--- config.mk ---
export PLATFORM = sky130hd
export DESIGN_NAME = pit_ctrl
export DESIGN_NICKNAME = d
export VERILOG_FILES = /design/src/rtl/pit_pkg.sv /design/src/rtl/pit_tick_sel.sv /design/src/rtl/pit_prescaler.sv /design/src/rtl/pit_regs.sv /design/src/rtl/pit_ctrl.sv
export SDC_FILE = /design/constraint.sdc
export NUM_CORES = 1
export LEC_CHECK = 0
export BUFFER_PORTS_ARGS = -buffer_cell sky130_fd_sc_hd__buf_2
export CORE_ASPECT_RATIO = 0.7
export CORE_MARGIN = 10
export CORE_UTILIZATION = 45
export DETAILED_ROUTE_END_ITERATION = 8
export PLACE_DENSITY = 0.61
export RECOVER_POWER = 100
export REMOVE_ABC_BUFFERS = 1
export SETUP_SLACK_MARGIN = 0.3
export SLEW_MARGIN = 20
export SYNTH_ARGS = -nofsm -noshare
export SYNTH_HDL_FRONTEND = slang
export SYNTH_SLANG_ARGS = --single-unit
--- constraint.sdc ---
create_clock -name clk -period 1.14 [get_ports clk]
set_input_delay 0.114 -clock clk [delete_from_list [all_inputs] [get_ports clk]]
set_output_delay 0.114 -clock clk [all_outputs]
set_load 0.1 [all_outputs]
--- src/rtl/pit_pkg.sv ---
package pit_pkg;

  localparam int unsigned REG_W = 8;

  typedef enum logic [1:0] {
    SRC_OFF_LO = 2'b00,
    SRC_PIN    = 2'b01,
    SRC_OSC    = 2'b10,
    SRC_OFF_HI = 2'b11
  } tick_src_e;

  // Bit positions are fixed by software: 7 flag, 6 mask, 5:4 source, 3 unused, 2:0 period
  typedef struct packed {
    logic       pend;
    logic       mask;
    tick_src_e  src;
    logic       unused;
    logic [2:0] period;
  } pit_ctrl_t;

  localparam pit_ctrl_t CTRL_RESET = '{
    pend:   1'b0,
    mask:   1'b0,
    src:    SRC_OSC,
    unused: 1'b0,
    period: 3'd0
  };

endpackage

--- src/rtl/pit_tick_sel.sv ---
module pit_tick_sel
  import pit_pkg::*;
(
  input  logic      clk,
  input  logic      rst_n,
  input  tick_src_e src_i,
  input  logic      pin_tick_i,
  input  logic      osc_tick_i,
  output logic      tick_o
);

  always_comb begin
    unique case (src_i)
      SRC_PIN: tick_o = pin_tick_i;
      SRC_OSC: tick_o = osc_tick_i;
      default: tick_o = 1'b0;
    endcase
  end

  AST_RESERVED_SRC_SILENT: assert property (@(posedge clk) disable iff (!rst_n)
    ((src_i == SRC_OFF_LO) || (src_i == SRC_OFF_HI)) |-> !tick_o);

endmodule

--- src/rtl/pit_prescaler.sv ---
module pit_prescaler #(
  parameter int unsigned CNT_W      = 15,
  parameter int unsigned PER_W      = 3,
  parameter int unsigned BASE_SHIFT = 9
) (
  input  logic             clk,
  input  logic             rst_n,
  input  logic             tick_i,
  input  logic             restart_i,
  input  logic [PER_W-1:0] period_i,
  output logic             term_o
);

  localparam int unsigned SPAN_W = CNT_W + 1;

  logic [CNT_W-1:0]  cnt_q;
  logic [CNT_W-1:0]  cnt_nxt;
  logic [CNT_W-1:0]  last_cnt;
  logic [SPAN_W-1:0] span;
  logic              run;
  logic              cnt_en;
  logic              term;

  // Interval length is 2^(code + BASE_SHIFT - 1); code 0 halts the timer
  always_comb begin
    span     = SPAN_W'(1) << (int'(period_i) + int'(BASE_SHIFT) - 1);
    last_cnt = CNT_W'(span - SPAN_W'(1));
    run      = (period_i != '0);
  end

  always_comb begin
    cnt_nxt = cnt_q;
    term    = 1'b0;
    if (restart_i) begin
      cnt_nxt = '0;
    end else if (run && tick_i) begin
      if (cnt_q == last_cnt) begin
        cnt_nxt = '0;
        term    = 1'b1;
      end else begin
        cnt_nxt = cnt_q + CNT_W'(1);
      end
    end
  end

  assign cnt_en = restart_i | (run & tick_i);
  assign term_o = term;

  always_ff @(posedge clk or negedge rst_n) begin
    if (!rst_n) begin
      cnt_q <= '0;
    end else if (cnt_en) begin
      cnt_q <= cnt_nxt;
    end
  end

  AST_HOLD_WHEN_OFF: assert property (@(posedge clk) disable iff (!rst_n)
    ((period_i == '0) && !restart_i) |=> $stable(cnt_q));
  AST_NO_TERM_WHEN_OFF: assert property (@(posedge clk) disable iff (!rst_n)
    (period_i == '0) |-> !term_o);
  AST_CNT_IN_RANGE: assert property (@(posedge clk) disable iff (!rst_n)
    (period_i != '0) |-> (cnt_q <= last_cnt));
  AST_RESTART_ZERO: assert property (@(posedge clk) disable iff (!rst_n)
    restart_i |=> (cnt_q == '0));

endmodule

--- src/rtl/pit_regs.sv ---
module pit_regs
  import pit_pkg::*;
(
  input  logic      clk,
  input  logic      rst_n,
  input  logic      wr_hit_i,
  input  pit_ctrl_t wdata_i,
  input  logic      term_i,
  output pit_ctrl_t ctrl_o,
  output logic      restart_o,
  output logic      irq_o
);

  pit_ctrl_t ctrl_q;
  pit_ctrl_t ctrl_nxt;
  logic      irq_q;
  logic      irq_nxt;
  logic      clr_req;

  always_comb begin
    ctrl_nxt  = ctrl_q;
    clr_req   = wr_hit_i & wdata_i.pend;
    restart_o = 1'b0;
    if (wr_hit_i) begin
      ctrl_nxt.mask   = wdata_i.mask;
      ctrl_nxt.src    = wdata_i.src;
      ctrl_nxt.period = wdata_i.period;
      restart_o       = (wdata_i.src != ctrl_q.src) || (wdata_i.period != ctrl_q.period);
    end
    ctrl_nxt.unused = 1'b0;
    // A fresh completion wins over a simultaneous clear
    ctrl_nxt.pend   = term_i | (ctrl_q.pend & ~clr_req);
    irq_nxt         = ctrl_q.pend & ~ctrl_q.mask;
  end

  always_ff @(posedge clk or negedge rst_n) begin
    if (!rst_n) begin
      ctrl_q <= CTRL_RESET;
      irq_q  <= 1'b0;
    end else begin
      ctrl_q <= ctrl_nxt;
      irq_q  <= irq_nxt;
    end
  end

  assign ctrl_o = ctrl_q;
  assign irq_o  = irq_q;

  AST_TERM_SETS_FLAG: assert property (@(posedge clk) disable iff (!rst_n)
    term_i |=> ctrl_q.pend);
  AST_W1C_CLEARS: assert property (@(posedge clk) disable iff (!rst_n)
    (wr_hit_i && wdata_i.pend && !term_i) |=> !ctrl_q.pend);
  AST_MASK_BLOCKS_IRQ: assert property (@(posedge clk) disable iff (!rst_n)
    ctrl_q.mask |=> !irq_q);
  AST_IRQ_FOLLOWS_FLAG: assert property (@(posedge clk) disable iff (!rst_n)
    (ctrl_q.pend && !ctrl_q.mask) |=> irq_q);

endmodule

--- src/rtl/pit_ctrl.sv ---
module pit_ctrl
  import pit_pkg::*;
#(
  parameter int unsigned ADDR_W     = 4,
  parameter int unsigned REG_ADDR   = 0,
  parameter int unsigned CNT_W      = 15,
  parameter int unsigned BASE_SHIFT = 9
) (
  input  logic              clk,
  input  logic              rst_n,
  input  logic              pin_tick_i,
  input  logic              osc_tick_i,
  input  logic [ADDR_W-1:0] reg_addr_i,
  input  logic              reg_wr_i,
  input  logic [REG_W-1:0]  reg_wdata_i,
  output logic [REG_W-1:0]  reg_rdata_o,
  output logic              irq_o
);

  localparam int unsigned PER_W = 3;
  localparam logic [ADDR_W-1:0] MY_ADDR = ADDR_W'(REG_ADDR);

  logic [1:0] rst_sync_q;
  logic       rst_core_n;
  logic       addr_hit;
  logic       wr_hit;
  logic       tick;
  logic       term;
  logic       restart;
  pit_ctrl_t  ctrl;

  // Asynchronous assertion, synchronous release
  always_ff @(posedge clk or negedge rst_n) begin
    if (!rst_n) begin
      rst_sync_q <= 2'b00;
    end else begin
      rst_sync_q <= {rst_sync_q[0], 1'b1};
    end
  end
  assign rst_core_n = rst_sync_q[1];

  assign addr_hit = (reg_addr_i == MY_ADDR);
  assign wr_hit   = reg_wr_i & addr_hit;

  pit_tick_sel u_tick_sel (
    .clk        (clk),
    .rst_n      (rst_core_n),
    .src_i      (ctrl.src),
    .pin_tick_i (pin_tick_i),
    .osc_tick_i (osc_tick_i),
    .tick_o     (tick)
  );

  pit_prescaler #(
    .CNT_W      (CNT_W),
    .PER_W      (PER_W),
    .BASE_SHIFT (BASE_SHIFT)
  ) u_prescaler (
    .clk       (clk),
    .rst_n     (rst_core_n),
    .tick_i    (tick),
    .restart_i (restart),
    .period_i  (ctrl.period),
    .term_o    (term)
  );

  pit_regs u_regs (
    .clk       (clk),
    .rst_n     (rst_core_n),
    .wr_hit_i  (wr_hit),
    .wdata_i   (pit_ctrl_t'(reg_wdata_i)),
    .term_i    (term),
    .ctrl_o    (ctrl),
    .restart_o (restart),
    .irq_o     (irq_o)
  );

  assign reg_rdata_o = addr_hit ? REG_W'(ctrl) : '0;

  AST_UNUSED_BIT_ZERO: assert property (@(posedge clk) disable iff (!rst_core_n)
    !reg_rdata_o[3]);

endmodule

Word level (Yosys, flattened, before mapping)
Index checks and enable logic that the tools add are counted.

Flip-flop bits (word level): 25. Memories: 0. Word-level logic and storage cells: 41. Memory bits (read-only): 0. Bits in writable memories: 0. Bits in latches: 0. Output and inout bits: 9. Bits of input ports: 17.

Mux-type cells: 9. Add/subtract/negate cells: 4. Reduce and logical (&&, ||, !) cells: 6. Equal/unequal tests: 5. Shift operators: 1. Div/mod/pow operators: 0. $lt $le $gt $ge: 0. Bitwise operators: 9. $mul: 0.

Operators by type and width (count): $mux W15 (3); $shl A1 B32 Y15 const A (1); $sub A32 B2 Y32 const B (1); $add A15 B1 Y15 const B (1); $eq A15 B15 Y1 (1); $sub A15 B1 Y15 const B (1); $mux W8 (1); $add A3 B4 Y5 const B (1); $and A1 B1 Y1 (5); $logic_not A4 Y1 (1); $mux W1 (4); $ne A3 B3 Y1 (1); $reduce_bool A3 Y1 (1); $eq A2 B1 Y1 const B (1); $eq A2 B2 Y1 const B (1); $ne A2 B2 Y1 (1); $not A1 Y1 (2); $or A1 B1 Y1 (2); $pmux W1 S2 (1); $reduce_and A2 Y1 (1); $reduce_bool A2 Y1 (1); $logic_and A1 B1 Y1 (1); $logic_or A1 B1 Y1 (1).

Depth between registers and ports, before layout
Depth after elaboration: 9. Depth in mapped cells: 13.

Modules after synthesis
A second synthesis with hierarchy kept.

Cells, all modules: 182. Area, all modules: 1720.4 um^2.

By module, submodules not included: pit_prescaler (area each 1184.9 um^2, cells an instance 136, instances 1, seq. area each 375.4 um^2); pit_regs (area each 360.3 um^2, cells an instance 27, instances 1, seq. area each 201.4 um^2); pit_ctrl (area each 131.4 um^2, cells an instance 13, instances 1, seq. area each 50.0 um^2); pit_tick_sel (area each 43.8 um^2, cells an instance 6, instances 1, seq. area each 0.0 um^2).

Worst setup path before layout
Ideal clock, no wire load.

Path type: reg2reg. Start: register u_regs.ctrl_q, in the netlist u_regs.ctrl_o[0]. End: register u_prescaler.cnt_q[12]. Slack: -2.110 ns. Period minus slack after synthesis: 3.250 ns. Stages on the path, launching flop included: 12. Data required time: 1.008 ns. Data arrival time: 3.118 ns. Cell sequence: dfrtp_1 -> buf_2 -> inv_1 -> ha_1 -> or3b_1 -> o21ai_2 -> and3_4 -> mux2_1 -> nor4_2 -> nand4_4 -> o21ai_4 -> o211ai_2.

Word-level cells in the longest chain between the ends: 8.

Ends and longest elaborated chain: start, declared (RTL line pit_regs.sv:14) `pit_ctrl_t ctrl_q;`; start signal, assigned (RTL line pit_regs.sv:41) `ctrl_q <= ctrl_nxt;`; $add A3 B4 Y5 (RTL line pit_prescaler.sv:26) `span = SPAN_W'(1) << (int'(period_i) + int'(BASE_SHIFT) - 1);`; $sub A32 B2 Y32 (RTL line pit_prescaler.sv:26); $shl A1 B32 Y15 (RTL line pit_prescaler.sv:26); $sub A15 B1 Y15 (RTL line pit_prescaler.sv:27) `last_cnt = CNT_W'(span - SPAN_W'(1));`; $eq A15 B15 Y1 (RTL line pit_prescaler.sv:37) `if (cnt_q == last_cnt) begin`; $mux W15 (RTL line pit_prescaler.sv:37); $mux W15 (RTL line pit_prescaler.sv:36) `end else if (run && tick_i) begin`; $mux W15 (RTL line pit_prescaler.sv:34) `if (restart_i) begin`; end signal, assigned (RTL line pit_prescaler.sv:53) `cnt_q <= cnt_nxt;`; end, declared (RTL line pit_prescaler.sv:16) `logic [CNT_W-1:0] cnt_q;`.

Several ways; a longest one is shown, not always the timed one. The select of a mux whose other input is x is not followed. A chain may end at the register's enable or synchronous reset.

Worst setup path in the final report
Start: register u_regs.ctrl_q, in the netlist u_regs.ctrl_o[0]. End: register u_prescaler.cnt_q[6].

The elaborated chain is that of the path after synthesis.

==> results.md <==
- Drt initial violations: 230
- Cell area after layout: 3840 um^2
- Later-pin clock latency in the skew report: around 280 ps
- Area grow syn2layout: 59.7%
- Reg clk slew, reported paths: 100 ps
- Total Routing Usage GR: 18.7%
- Worst-Margin Slew: 636 ps
- DRT Pass-1 Iters: 5
- Worst path max stage delay: 470 ps
- Total core area: 5200 um^2
- Die Area: 8710 um^2
- Nets: 432
- Hold Slack: 55.6 ps
- Synth Area per Inst: around 8.3 um^2
- Dpl cells: approximately 460
- Initial core utilization: 46.2%
- Leakage Power: 0.00171 uW
- Slew Limit Fails: 0
- Row cnt: 22
- DRC: 0
- CP endpoint kind: flop
- Worst EP arrival: 3220 ps
- Final setup vio count: 23
- Mapped Cells: around 290
- Setup crit start kind: flop
- Ant. Diodes: 0
- Setup Total Neg Slack: -30110 ps
- Routed length per instance: 17.9 um
- Unique cell type count in the Yosys netlist: 70
- Non-filler instance count after layout: 476
- Max Cap Viol: 0
- Status: complete, but fails checks
- Global route total overflow: 0
- Hold WC Path Type: in -> reg
- Failing checks: negative setup slack
- Routed Wire Length: 8540 um
- Largest net degree at the start of global routing: 24
- Crit Path Class: reg -> reg
- Fmax: ~330 MHz
- # port buffers: 23
- Crit path max-delay cell type: dfrtp_2
- CTS Root Cell: clkbuf_8
- Post-synth top flop: dfrtp_1
- CP cell instances: inv_1, ha_4, buf_4, and4bb_2, a211oi_2, buf_4, nand3_1, o311ai_1, a2111oi_2, nand4_1, a41oi_2, o31ai_2
- Vias per cell: around 6
- Initial antenna violation count: 0
- Critical Path RT: 1310 ps
- Die height: 81.1 um
- VDD IR max: approximately 1.0 mV
- CTS tree: done
- Die span in x: 107 um
- RSZ-0062 raised after global routing: true
- First-pass GRT wire length: 13400 um
- Skew final: 8.41 ps
- Post-synthesis sequential area ratio: a little over a quarter
- Synthesized cell area: roughly 2400 um^2
- Max FO, Critical Path: 5
- Vias in the first global route: approximately 2800
- Async SR Flop Fraction: 100%
- YS warnings: 0
- Worst slew margin: 57.6%
- Seq cells post-synth: 25
- Final worst-path cycle share: 268%
- Io pins: 26
- Power Dens Cells: 1380 nW/um^2
- Final Hold Vio Count: 0
- Fin util: 73.8%
- Cts bufs inserted: 3
- Crit path time final: about 3100 ps
- H-tree Lvls: 1
- EDFF count, synth: 0
- FILL cells: 350
- Placed inst area: 3370 um^2
- GP Congestion: 0.962
- Most used cell, CP: buf_4
- Antenna-violating nets left: 0
- Clock sinks: 25
- CTS Buffer Depth: 2
- Post-DP HPWL: 5980 um
- Via count: around 2800
- Final worst setup slack: -1910 ps
- Fraction of layout cells with a size suffix above 1: between 50% and 60%
==> registers in the layout, summed over array words and instances (netlist names) <==
signal	count
u_regs.irq_o	1
rst_sync_q	2
u_prescaler.cnt_q	15
u_regs.ctrl_o	7
==> worst paths after layout <==
check	from	endpoint	slack (ps)	cells past startpoint
setup / recovery	u_regs.ctrl_o[0]	u_prescaler.cnt_q[6]	-1910	12
hold / removal	reg_wdata_i[6]	u_regs.ctrl_o[6]	60	2
setup reg to reg	u_regs.ctrl_o[0]	u_prescaler.cnt_q[6]	-1910	12
hold reg to reg	rst_sync_q[1]	u_regs.irq_o	360	1
max in group asynchronous	rst_sync_q[1]	u_regs.ctrl_o[2]	340	1
min in group asynchronous	rst_n	rst_sync_q[1]	150	2
==> layout by cell type (no fill, tap or decap), types with 4 or more instances in the layout <==
| cell type | n |
|---|---|
| buf_4 | 88 |
| nand2_1 | 42 |
| dfrtp_1 | 21 |
| buf_6 | 17 |
| nor2_1 | 16 |
| nand3_1 | 15 |
| buf_2 | 12 |
| inv_1 | 10 |
| buf_12 | 10 |
| and2_4 | 8 |
| nand4_1 | 8 |
| o21ai_0 | 7 |
| and2_1 | 6 |
| ha_1 | 6 |
| a21oi_1 | 5 |
| nor3_1 | 5 |
| xnor2_1 | 4 |
| nor2b_1 | 4 |
| nand2b_1 | 4 |
| or3_1 | 4 |
| a211oi_2 | 4 |
| o221ai_1 | 4 |
| mux2_2 | 4 |
==> repair_timing <==
action | CTS | global route
pin swaps | 20 | 31
endpoints found under the setup margin | 30 | 30
hold buffers | 1 | 0
setup buffers | 6 | 7
hold endpoints to repair | 2 | 0
gates resized for setup | 45 | 27
==> stage by stage <==
step,total power (uW),setup slack (ps)
global route,5540,-2030
floorplan,2640,-2140
CTS,4960,-1870
finish,5290,-1910
detailed placement,3940,-2010
global placement,3880,-1920
==> worst max-delay path, delay by kind of cell, from the launching register on <==
kind	cells	cell delay, ps
AOI/OAI and AO/OA	5	990
adders and majority gates	1	230
buffers and inverters	3	450
DFF	1	470
and+or+nand+nor	3	790
==> synthesized netlist by cell type (all sizes together), types with 5 or more instances <==
cell type / instances / share of area (%)
clkbuf: 9 / 1.4
nand4: 9 / 3.0
nor3: 8 / 1.9
o21ai: 11 / 2.9
and2: 14 / 3.6
a21oi: 6 / 1.2
nor2b: 5 / 1.6
o221ai: 7 / 2.6
xnor2: 5 / 1.8
nand3: 15 / 3.1
buf: 9 / 2.0
o211ai: 5 / 2.2
dfrtp: 24 / 25
ha: 10 / 5.2
inv: 10 / 1.6
mux2: 7 / 3.3
a211oi: 5 / 2.0
nand2: 44 / 6.9
nor2: 18 / 2.8
==> logic make-up after synthesis <==
family / Yosys count / share of synthesized area (%)
simple gates: 143 / 33.5
other cells: 2 / 0.312
flops: 25 / 26.1
fa+ha+maj: 10 / 5.21
xor+xnor: 9 / 3.28
buf+inv: 28 / 4.95
mux: 7 / 3.28
compound gates: 64 / 23.4
==> power by group <==
group	internal (uW)	switching, uW
clock network	246	327
logic	1800	1810
registers	998	101
total	3040	2240
==> final cells by class <==
class                   instances  area (um^2)  area share [%]
well taps                      72         90.1            2.35
clock buffers                   3         41.3            1.08
clock inverters                 1         5.00           0.130
flip-flops and latches         25          631            16.4
multi-input cells             235         1900            49.6
inverters                      10         37.5           0.978
repair buffers                130         1130            29.5
==> metal layers <==
layer	share of wire, %	global-route usage [%]	up-vias
met4	2.0	5.05	0
li1	-	-	1294
met1	44	23.8	1354
met5	0	0	-
met3	8.1	5.14	23
met2	46	30.8	127
Power figures use the tool's default switching activity.
